$ cat config.mk
export PLATFORM = sky130hd
export DESIGN_NAME = hp_slot_ctrl
export DESIGN_NICKNAME = d
export VERILOG_FILES = /design/src/rtl/hp_slot_pkg.sv /design/src/rtl/hp_slot_cmd.sv /design/src/rtl/hp_slot_evt.sv /design/src/rtl/hp_slot_irq.sv /design/src/rtl/hp_slot_ctrl.sv
export SDC_FILE = /design/constraint.sdc
export NUM_CORES = 1
export LEC_CHECK = 0
export BUFFER_PORTS_ARGS = -buffer_cell sky130_fd_sc_hd__buf_2
export CAP_MARGIN = 40
export CORE_ASPECT_RATIO = 0.8
export CORE_UTILIZATION = 45
export DETAILED_ROUTE_END_ITERATION = 7
export PLACE_DENSITY_LB_ADDON = 0.05
export SLEW_MARGIN = 20
export SYNTH_ARGS = -nofsm -noshare
export SYNTH_HDL_FRONTEND = slang
export SYNTH_SLANG_ARGS = --single-unit
$ cat constraint.sdc
create_clock -name clk -period 3.45 [get_ports clk]
set_input_delay 0.345 -clock clk [delete_from_list [all_inputs] [get_ports clk]]
set_output_delay 0.345 -clock clk [all_outputs]
set_load 0.005 [all_outputs]
$ cat src/rtl/hp_slot_pkg.sv
package hp_slot_pkg;
  // command word fields
  localparam int C_EN_ABP  = 0;
  localparam int C_EN_PDC  = 3;
  localparam int C_EN_CC   = 4;
  localparam int C_HPIE    = 5;
  localparam int C_AIND    = 6;
  localparam int C_PIND    = 8;
  localparam int C_PCTL    = 10;
  localparam int C_ILCK    = 11;
  // event word fields
  localparam int S_ABP     = 0;
  localparam int S_PF      = 1;
  localparam int S_LC      = 2;
  localparam int S_PDC     = 3;
  localparam int S_CC      = 4;
  localparam int S_PDS     = 6;
  localparam int S_ILS     = 7;
  localparam int NUM_EVT   = 5;

  typedef enum logic [1:0] {
    IND_RSVD  = 2'b00,
    IND_ON    = 2'b01,
    IND_BLINK = 2'b10,
    IND_OFF   = 2'b11
  } ind_e;

  function automatic logic off_cond(input logic [15:0] c);
    return c[C_PCTL] && (c[C_PIND+:2] == IND_OFF);
  endfunction
endpackage

$ cat src/rtl/hp_slot_cmd.sv
module hp_slot_cmd
  import hp_slot_pkg::*;
#(
  parameter int DATA_W      = 16,
  parameter int HAS_PWR_CTL = 1
) (
  input  logic                clk,
  input  logic                rst_n,
  input  logic                populated,
  input  logic                wr_ctl,
  input  logic [DATA_W/8-1:0] be,
  input  logic [DATA_W-1:0]   wdata,
  input  logic                pds_q,
  output logic [DATA_W-1:0]   ctl_q,
  output logic [DATA_W-1:0]   ctl_next,
  output logic                cmd_pulse,
  output logic                ilck_flip,
  output logic                detach_now,
  output logic                detach_req
);
  localparam int BE_W = DATA_W / 8;
  localparam logic [DATA_W-1:0] WMASK =
    (HAS_PWR_CTL != 0) ? DATA_W'(16'h07FF) : DATA_W'(16'h03FF);

  logic [DATA_W-1:0] bmask;
  logic [DATA_W-1:0] rst_val;

  for (genvar b = 0; b < BE_W; b++) begin : g_bmask
    assign bmask[b*8 +: 8] = {8{be[b]}};
  end

  if (HAS_PWR_CTL != 0) begin : g_pwr
    always_comb begin
      rst_val               = '0;
      rst_val[C_AIND +: 2]  = IND_OFF;
      rst_val[C_PIND +: 2]  = populated ? IND_ON : IND_OFF;
      rst_val[C_PCTL]       = ~populated;
    end
  end else begin : g_nopwr
    always_comb begin
      rst_val               = '0;
      rst_val[C_AIND +: 2]  = IND_OFF;
    end
  end

  always_comb begin
    ctl_next   = ctl_q;
    ilck_flip  = 1'b0;
    detach_now = 1'b0;
    if (wr_ctl) begin
      ctl_next   = (ctl_q & ~(bmask & WMASK)) | (wdata & bmask & WMASK);
      ilck_flip  = be[C_ILCK/8] & wdata[C_ILCK];
      detach_now = pds_q && off_cond(ctl_next) && !off_cond(ctl_q);
    end
  end

  assign cmd_pulse = wr_ctl;

  always_ff @(posedge clk) begin
    if (!rst_n) begin
      ctl_q      <= rst_val;
      detach_req <= 1'b0;
    end else begin
      ctl_q      <= ctl_next;
      detach_req <= detach_now;
    end
  end

  // a detach request needs the off condition to be newly reached
  p_detach_edge_r5: assert property (@(posedge clk) disable iff (!rst_n)
    detach_req |-> (off_cond(ctl_q) && !off_cond($past(ctl_q))));
  // interlock control never reads back as one
  p_ilck_reads_zero_r4: assert property (@(posedge clk) disable iff (!rst_n)
    $past(wr_ctl) |-> !ctl_q[C_ILCK]);
endmodule

$ cat src/rtl/hp_slot_evt.sv
module hp_slot_evt
  import hp_slot_pkg::*;
#(
  parameter int DATA_W = 16
) (
  input  logic               clk,
  input  logic               rst_n,
  input  logic               dev_present,
  input  logic               attn_btn,
  input  logic               wr_sta,
  input  logic               be_lo,
  input  logic [NUM_EVT-1:0] clr_bits,
  input  logic               cmd_pulse,
  input  logic               ilck_flip,
  input  logic               detach_now,
  output logic [DATA_W-1:0]  sta_q,
  output logic [NUM_EVT-1:0] ev_next,
  output logic               pds_q,
  output logic               quiet
);
  logic [NUM_EVT-1:0] ev_q, clr, ev_base, sets;
  logic ils_q, prev_q, hot_add, stray, pds_next, ils_next;

  always_comb begin
    clr      = (wr_sta && be_lo) ? clr_bits : '0;
    stray    = |(clr & ~ev_q);
    ev_base  = stray ? ev_q : (ev_q & ~clr);
    hot_add  = dev_present & ~prev_q;
    sets            = '0;
    sets[S_ABP]     = attn_btn | hot_add;
    sets[S_PDC]     = hot_add | detach_now;
    sets[S_CC]      = cmd_pulse;
    ev_next  = ev_base | sets;
    pds_next = hot_add ? 1'b1 : (detach_now ? 1'b0 : pds_q);
    ils_next = ils_q ^ ilck_flip;
    quiet    = wr_sta & ~attn_btn & ~hot_add;
  end

  always_ff @(posedge clk) begin
    if (!rst_n) begin
      ev_q   <= '0;
      ils_q  <= 1'b0;
      pds_q  <= dev_present;
      prev_q <= dev_present;
    end else begin
      ev_q   <= ev_next;
      ils_q  <= ils_next;
      pds_q  <= pds_next;
      prev_q <= dev_present;
    end
  end

  always_comb begin
    sta_q                = '0;
    sta_q[NUM_EVT-1:0]   = ev_q;
    sta_q[S_PDS]         = pds_q;
    sta_q[S_ILS]         = ils_q;
  end

  // a command leaves the done bit set
  p_cmd_done_r3: assert property (@(posedge clk) disable iff (!rst_n)
    cmd_pulse |=> sta_q[S_CC]);
  // interlock state flips after a control write of one
  p_ilck_flip_r4: assert property (@(posedge clk) disable iff (!rst_n)
    ilck_flip |=> (sta_q[S_ILS] != $past(sta_q[S_ILS])));
  // detach drops presence and flags a presence change
  p_detach_pres_r5: assert property (@(posedge clk) disable iff (!rst_n)
    (detach_now && !hot_add) |=> (!pds_q && ev_q[S_PDC]));
  // a stray clear leaves every event bit as it was
  p_stray_restore_r6: assert property (@(posedge clk) disable iff (!rst_n)
    (stray && !attn_btn && !hot_add && !cmd_pulse && !detach_now) |=> (ev_q == $past(ev_q)));
endmodule

$ cat src/rtl/hp_slot_irq.sv
module hp_slot_irq
  import hp_slot_pkg::*;
(
  input  logic               clk,
  input  logic               rst_n,
  input  logic               msg_en,
  input  logic [C_HPIE:0]    ctl_next,
  input  logic [NUM_EVT-1:0] ev_next,
  input  logic               quiet,
  output logic               irq_level,
  output logic               msg_req
);
  logic summ_q, summ_next, changed;

  assign summ_next = ctl_next[C_HPIE] && |(ctl_next[NUM_EVT-1:0] & ev_next);
  assign changed   = summ_next != summ_q;

  always_ff @(posedge clk) begin
    if (!rst_n) begin
      summ_q    <= 1'b0;
      irq_level <= 1'b0;
      msg_req   <= 1'b0;
    end else begin
      summ_q  <= summ_next;
      msg_req <= changed && !quiet && msg_en;
      if (changed && !msg_en) irq_level <= summ_next;
    end
  end

  // a message only accompanies a summary change
  p_msg_on_change_r8: assert property (@(posedge clk) disable iff (!rst_n)
    msg_req |-> (summ_q != $past(summ_q)));
  // in message mode the level output holds
  p_irq_hold_r7: assert property (@(posedge clk) disable iff (!rst_n)
    $past(msg_en) |-> $stable(irq_level));
  // the level only falls once the summary is false
  p_irq_fall_r11: assert property (@(posedge clk) disable iff (!rst_n)
    $fell(irq_level) |-> !summ_q);
endmodule

$ cat src/rtl/hp_slot_ctrl.sv
module hp_slot_ctrl
  import hp_slot_pkg::*;
#(
  parameter int DATA_W      = 16,
  parameter int ADDR_W      = 2,
  parameter int CTL_ADDR    = 0,
  parameter int STA_ADDR    = 1,
  parameter int HAS_PWR_CTL = 1
) (
  input  logic                clk,
  input  logic                rst_n,
  input  logic [ADDR_W-1:0]   reg_addr,
  input  logic [DATA_W/8-1:0] reg_be,
  input  logic [DATA_W-1:0]   reg_wdata,
  input  logic                reg_wr,
  output logic [DATA_W-1:0]   reg_rdata,
  input  logic                dev_present,
  input  logic                attn_btn,
  input  logic                msg_en,
  output logic                irq_level,
  output logic                msg_req,
  output logic                detach_req,
  output logic                pwr_off,
  output logic [1:0]          pwr_ind,
  output logic [1:0]          attn_ind
);
  logic wr_ctl, wr_sta, cmd_pulse, ilck_flip, detach_now, pds_q, quiet;
  logic [DATA_W-1:0] ctl_q, ctl_next, sta_q;
  logic [NUM_EVT-1:0] ev_next;

  assign wr_ctl = reg_wr && (reg_addr == ADDR_W'(CTL_ADDR)) && |reg_be;
  assign wr_sta = reg_wr && (reg_addr == ADDR_W'(STA_ADDR)) && |reg_be;

  hp_slot_cmd #(.DATA_W(DATA_W), .HAS_PWR_CTL(HAS_PWR_CTL)) u_cmd (
    .clk(clk), .rst_n(rst_n), .populated(dev_present), .wr_ctl(wr_ctl),
    .be(reg_be), .wdata(reg_wdata), .pds_q(pds_q), .ctl_q(ctl_q),
    .ctl_next(ctl_next), .cmd_pulse(cmd_pulse), .ilck_flip(ilck_flip),
    .detach_now(detach_now), .detach_req(detach_req)
  );

  hp_slot_evt #(.DATA_W(DATA_W)) u_evt (
    .clk(clk), .rst_n(rst_n), .dev_present(dev_present), .attn_btn(attn_btn),
    .wr_sta(wr_sta), .be_lo(reg_be[0]), .clr_bits(reg_wdata[NUM_EVT-1:0]),
    .cmd_pulse(cmd_pulse), .ilck_flip(ilck_flip), .detach_now(detach_now),
    .sta_q(sta_q), .ev_next(ev_next), .pds_q(pds_q), .quiet(quiet)
  );

  hp_slot_irq u_irq (
    .clk(clk), .rst_n(rst_n), .msg_en(msg_en), .ctl_next(ctl_next[C_HPIE:0]),
    .ev_next(ev_next), .quiet(quiet), .irq_level(irq_level), .msg_req(msg_req)
  );

  always_comb begin
    if (reg_addr == ADDR_W'(CTL_ADDR))      reg_rdata = ctl_q;
    else if (reg_addr == ADDR_W'(STA_ADDR)) reg_rdata = sta_q;
    else                                    reg_rdata = '0;
  end

  assign pwr_off  = ctl_q[C_PCTL];
  assign pwr_ind  = ctl_q[C_PIND +: 2];
  assign attn_ind = ctl_q[C_AIND +: 2];

  // a hot add shows presence with a change event on the next cycle
  p_hot_add_r9: assert property (@(posedge clk) disable iff (!rst_n)
    (dev_present && !$past(dev_present) && !detach_now) |=> (sta_q[S_PDS] && sta_q[S_PDC]));
endmodule

Yosys cells after proc, flatten, opt, wreduce, memory -nomap -nowiden
Index checks and enable logic that the tools add are counted.
- logic and storage cells: 70
- bits of input ports: 26
- bits in registers: 28
- output and inout bits: 24
- equal/unequal tests: 6
- muxes and demuxes: 12
- reductions and logical operators: 20
- bitwise logic cells: 21
- operator list (cell ; count):
    $mux W11 ; 2
    $and A16 B16 Y16 ; 1
    $mux W16 ; 1
    $not A11 Y16 ; 1
    $or A16 B11 Y16 ; 1
    $and A5 B5 Y5 ; 3
    $logic_and A1 B1 Y1 ; 13
    $and A11 B11 Y11 ; 1
    $mux W5 ; 2
    $not A5 Y5 ; 2
    $reduce_or A5 Y1 ; 2
    $mux W8 ; 1
    $mux W1 ; 5
    $or A5 B5 Y5 ; 1
    $and A1 B1 Y1 ; 4
    $eq A2 B2 Y1 const B ; 2
    $not A1 Y1 ; 4
    $logic_not A1 Y1 ; 3
    $ne A3 B1 Y1 const B ; 1
    $eq A2 B1 Y1 const B ; 1
    $logic_not A2 Y1 ; 1
    $mux W2 ; 1
    $ne A2 B1 Y1 const B ; 1
    $or A1 B1 Y1 ; 2
    3 further kinds ; 3

Longest topological paths before layout
- depth after elaboration: 16
- mapped depth: 8
- depth with buffers taken out: 6

Cells and area by module
A second synthesis with hierarchy kept.
- cells, all modules: 187
- area, all modules: 1620.3 um^2
- by module, submodules not included (module ; cells each ; area each (um^2) ; seq. area each (um^2) ; instances):
    hp_slot_cmd ; 78 ; 675.6 ; 240.2 ; 1
    hp_slot_evt ; 57 ; 510.5 ; 170.2 ; 1
    hp_slot_ctrl ; 39 ; 299.0 ; 0.0 ; 1
    hp_slot_irq ; 13 ; 135.1 ; 60.1 ; 1

Worst setup path before layout
Ideal clock, no wire load.
- kind: input-to-reg
- from: input port reg_addr[0]
- to: register u_irq.msg_req
- library setup time: 0.062 ns
- buffers on the path: 2
- required time: 3.388 ns
- arrival: 1.927 ns
- cell stages on the path: 8
- setup slack: 1.461 ns
- cell sequence: buf_6 > nor4bb_4 > buf_6 > mux2_2 > o211ai_1 > o311ai_2 > or3_1 > nand3_1
- cells in the longest elaborated chain, start to end: 15
- elaborated cells between the ends (all ways): 26
- those cells by class: eq/ne: 2; mux: 4; bitwise: 8; reduce/logical: 12
- ends and longest elaborated chain (item ; line ; source):
    from (decl) ; hp_slot_ctrl.sv:12 ; input logic [ADDR_W-1:0] reg_addr,
    $eq A2 B1 Y1 ; hp_slot_ctrl.sv:32 ; assign wr_sta = reg_wr && (reg_addr == ADDR_W'(STA_ADDR)) && |reg_be;
    $logic_and A1 B1 Y1 (2 in series) ; hp_slot_ctrl.sv:32 ;
    $logic_and A1 B1 Y1 ; hp_slot_evt.sv:25 ; clr = (wr_sta && be_lo) ? clr_bits : '0;
    $mux W5 ; hp_slot_evt.sv:25 ;
    $and A5 B5 Y5 / $not A5 Y5 (equally long branches) ; hp_slot_evt.sv:26, hp_slot_evt.sv:27 ;
    $reduce_or A5 Y1 / $and A5 B5 Y5 (equally long branches) ; hp_slot_evt.sv:26, hp_slot_evt.sv:27 ;
    $mux W5 ; hp_slot_evt.sv:27 ; ev_base = stray ? ev_q : (ev_q & ~clr);
    $or A5 B5 Y5 ; hp_slot_evt.sv:33 ; ev_next = ev_base | sets;
    $and A5 B5 Y5 ; hp_slot_irq.sv:15 ; assign summ_next = ctl_next[C_HPIE] && |(ctl_next[NUM_EVT-1:0] & ev_next);
    $reduce_or A5 Y1 ; hp_slot_irq.sv:15 ;
    $logic_and A1 B1 Y1 ; hp_slot_irq.sv:15 ;
    $ne A1 B1 Y1 ; hp_slot_irq.sv:16 ; assign changed = summ_next != summ_q;
    $logic_and A1 B1 Y1 * (2 in series) ; hp_slot_irq.sv:25 ; msg_req <= changed && !quiet && msg_en;
    to (signal assigned) ; hp_slot_irq.sv:25 ;
    to (decl) ; hp_slot_irq.sv:11 ; output logic msg_req
Mark *: on every way between the ends. The rest lies on a longest branch, timed or not. The select of a mux whose other input is x is not followed.
A chain may end at the register's enable or synchronous reset.

Worst setup path in the final report
Ends and elaborated chain as after synthesis.

==> impl_metrics.toml <==
[run_status]
status = "finished, final reports clean"

[clocking]
clock-sinks = 23
cts-root-buf = "clkbuf_8"
htree_levels = 1
clk_pin_slew_ns = 0.09
post_cts_buffers = 0
clock_path_buffers = 2
cts_tree = "built"
postCtsHoldBufs = 0
clock_latency_ns = 0.27
cts_resized = 0
numCtsBuffers = 3

[timing]
period_minus_slack_ns = 2.32
worst_slew_pin_slew_ns = 0.806
slew_violations = 0
fin_tns_setup_ns = 0
min_period_over_period_pct = 67.3
fin_skew_ns = 0.00822
rsz0062_at_grt = "false"
clock.fmax_ghz = 0.431
hold_violations = 0
setup_viol = 0
slew_headroom_pct = 46.2

[placed_design]
dpl.hpwl_um = 2280
placed_cells = 213
gp_congestion = 0.758
io_buffers = 40

[layout]
nets = 206
nFillCells = 276
final_cells = 217
drive_above_1_share_pct = 29.6
syn2layout_area_growth_pct = 14.7
num_antenna_cells = 0
post-route-util_pct = 55.2

[floorplanning]
rows = 17
initial_core_util_pct = 48.1
coreArea_um2 = 2810
die_height_um = 51.0
dieArea_um2 = 3230
top_level_ports = 50
fp.dieW_um = 63.3

[setup_path]
r2r-end = "u_irq.msg_req"
cp_slowest_stage_delay_ns = 0.78
cp_max_fo = 10
path_buf_inv = 1
regToRegSetupSlack_ns = 1.66
cp_slowest_cell = "nor4bb_4"
worstPathArrival_ns = 2.54
cp-start-kind = "primary input"
rr_worst_depth = 6
rr_startpoint = "u_evt.ev_q[1]"
crit_path_end_kind = "flop"
critical_path_depth = 7
cp.required_ns = 3.67
critPathTopFamily = "simple AND/OR/NAND/NOR gates"
crit_type = "primary input to flop"
crit_chain = "buf_2 > nor4bb_4 > mux2_2 > o211ai_1 > o311ai_2 > or3_1 > nand3_1"
endpoint = "u_irq.msg_req"
startpoint = "reg_addr[0]"

[grt]
gr-total-overflow = 0
grt_max_degree = 25
first_global_vias = 1055
grt_usage_pct = 21.5
antenna_found_initial = 0
grt_pass1_wl_um = 5200

[synthesis]
yosysUniqueCellTypes = 39
syn_area_um2 = 1350
synth_ff_type = "dfxtp_1"
synth_cells = 146
ys_seq_area_share_pct = 37.0
async_flop_share_pct = 0
synth_edf_count = 4
ys_warn_count = 0
avgSynthCellArea_um2 = 9.26
synth.ff_latch_count = 23

[route]
post-route-drc-count = 0
wl_per_cell_um = 14.4
first_iter_violations = 31
detail-route-antenna-nets = 0
avgViaCountPerCell = 5.28
drt_pre_antenna_iters = 4
vias = 1145
wirelength_um = 3120

[power]
p_per_area_nw_per_um2 = 347
cellLeakagePower_nw = 0.721
vdd_drop_max_mv = 0.284

[worst_hold_path]
min_path_type = "primary input to flop"
whs_path_depth = 1
hold_start = "dev_present"

[job]
drv_cap = 0
area by class of cell:
class	count	area [µm²]	area share, %
multi-input combinational	108	741	47.8
sequential	23	500	32.3
timing repair buffer	40	200	12.9
tap	38	47.5	3.07
clock buffer	3	41.3	2.66
inverter	4	15.0	0.969
clock inverter	1	5.00	0.323
cell usage after synthesis, drive strengths merged (3+ instances only):
cell	number	share of area, %
dfxtp	19	28
mux2i	15	11
buf	13	7.6
nor2	11	3.1
nand3	10	3.7
and2	8	3.7
nand2	8	2.2
nand2b	7	3.2
edfxtp	4	8.9
inv	4	1.1
a21boi	3	1.7
and3	3	1.4
mux2	3	2.5
nand4	3	1.4
nor2b	3	1.4
nor3	3	1.1
o211ai	3	1.7
o21ai	3	1.1
through the flow:
step / total power, mW / instance area [µm²] / hold slack, ns / worst slack (ns)
final: 0.539 / 1550 / 0.240 / 1.13
after global routing: 0.565 / 1550 / 0.239 / 1.03
after CTS: 0.542 / 1550 / 0.234 / 1.13
after detailed placement: 0.374 / 1500 / 0.488 / 0.860
after global placement: 0.372 / 1500 / 0.473 / 0.863
after floorplan: 0.349 / 1370 / 0.373 / 1.46
how the worst min path moves through the flow:
stage                               to  slack [ns]
after floorplan           u_evt.prev_q        0.37
after global placement            flop        0.47
after detailed placement          flop        0.49
after CTS                 u_evt.prev_q        0.23
after global routing      u_evt.prev_q        0.24
final                     u_evt.prev_q        0.24
logic make-up (layout without fill, tap and decap cells):
family          after synthesis  count (layout)  share of synthesized area [%]
mux                          18              18                           13.6
simple gates                 63              63                           26.9
buf+inv                      19              48                           9.26
compound gates               21              21                           12.3
flops                        23              23                           37.0
xor+xnor                      1               1                          0.648
other cells                   1               5                          0.278
power breakdown:
group / internal [mW] / switching, mW / total, mW / leakage [nW]
clock network: 0.0807 / 0.0892 / 0.170 / 0.0255
registers: 0.282 / 0.00647 / 0.289 / 0.195
logic: 0.0348 / 0.0450 / 0.0798 / 0.500
worst reg2reg max path: cells and delay by family (launching register included):
family             cells  cell delay, ns
AOI/OAI and AO/OA      1            0.21
DFF                    1            0.38
and+or+nand+nor        5            1.15
flip-flops by register name (all words and copies together), names as in the netlist, named ones only:
signal and count:
u_evt.ev_q 5, u_irq.summ_q 1, u_irq.irq_level 1, u_cmd.ctl_q 9
u_evt.prev_q 1, u_cmd.detach_req 1, u_evt.ils_q 1, u_irq.msg_req 1
u_evt.pds_q 1
cell usage in the layout (no fill, tap or decap), types with 4 or more instances in the layout:
cell and instances:
buf_2 40, nand2b_1 7, nor2_1 11, nand3_1 10, and2_1 8, mux2i_1 15, nand2_1 8, edfxtp_1 4
conb_1 5, dfxtp_1 19, inv_1 4
per-layer routing:
metal	share of wire (%)	global-route usage, %	vias up	wire (µm)
met4	0.99	6.82	0	31
met1	50	28.8	528	1550
met2	44	35.3	41	1370
met5	0	0	-	0
met3	5.6	4.02	4	174
li1	-	-	572	-
No activity file was read; power rests on OpenSTA's default activity.
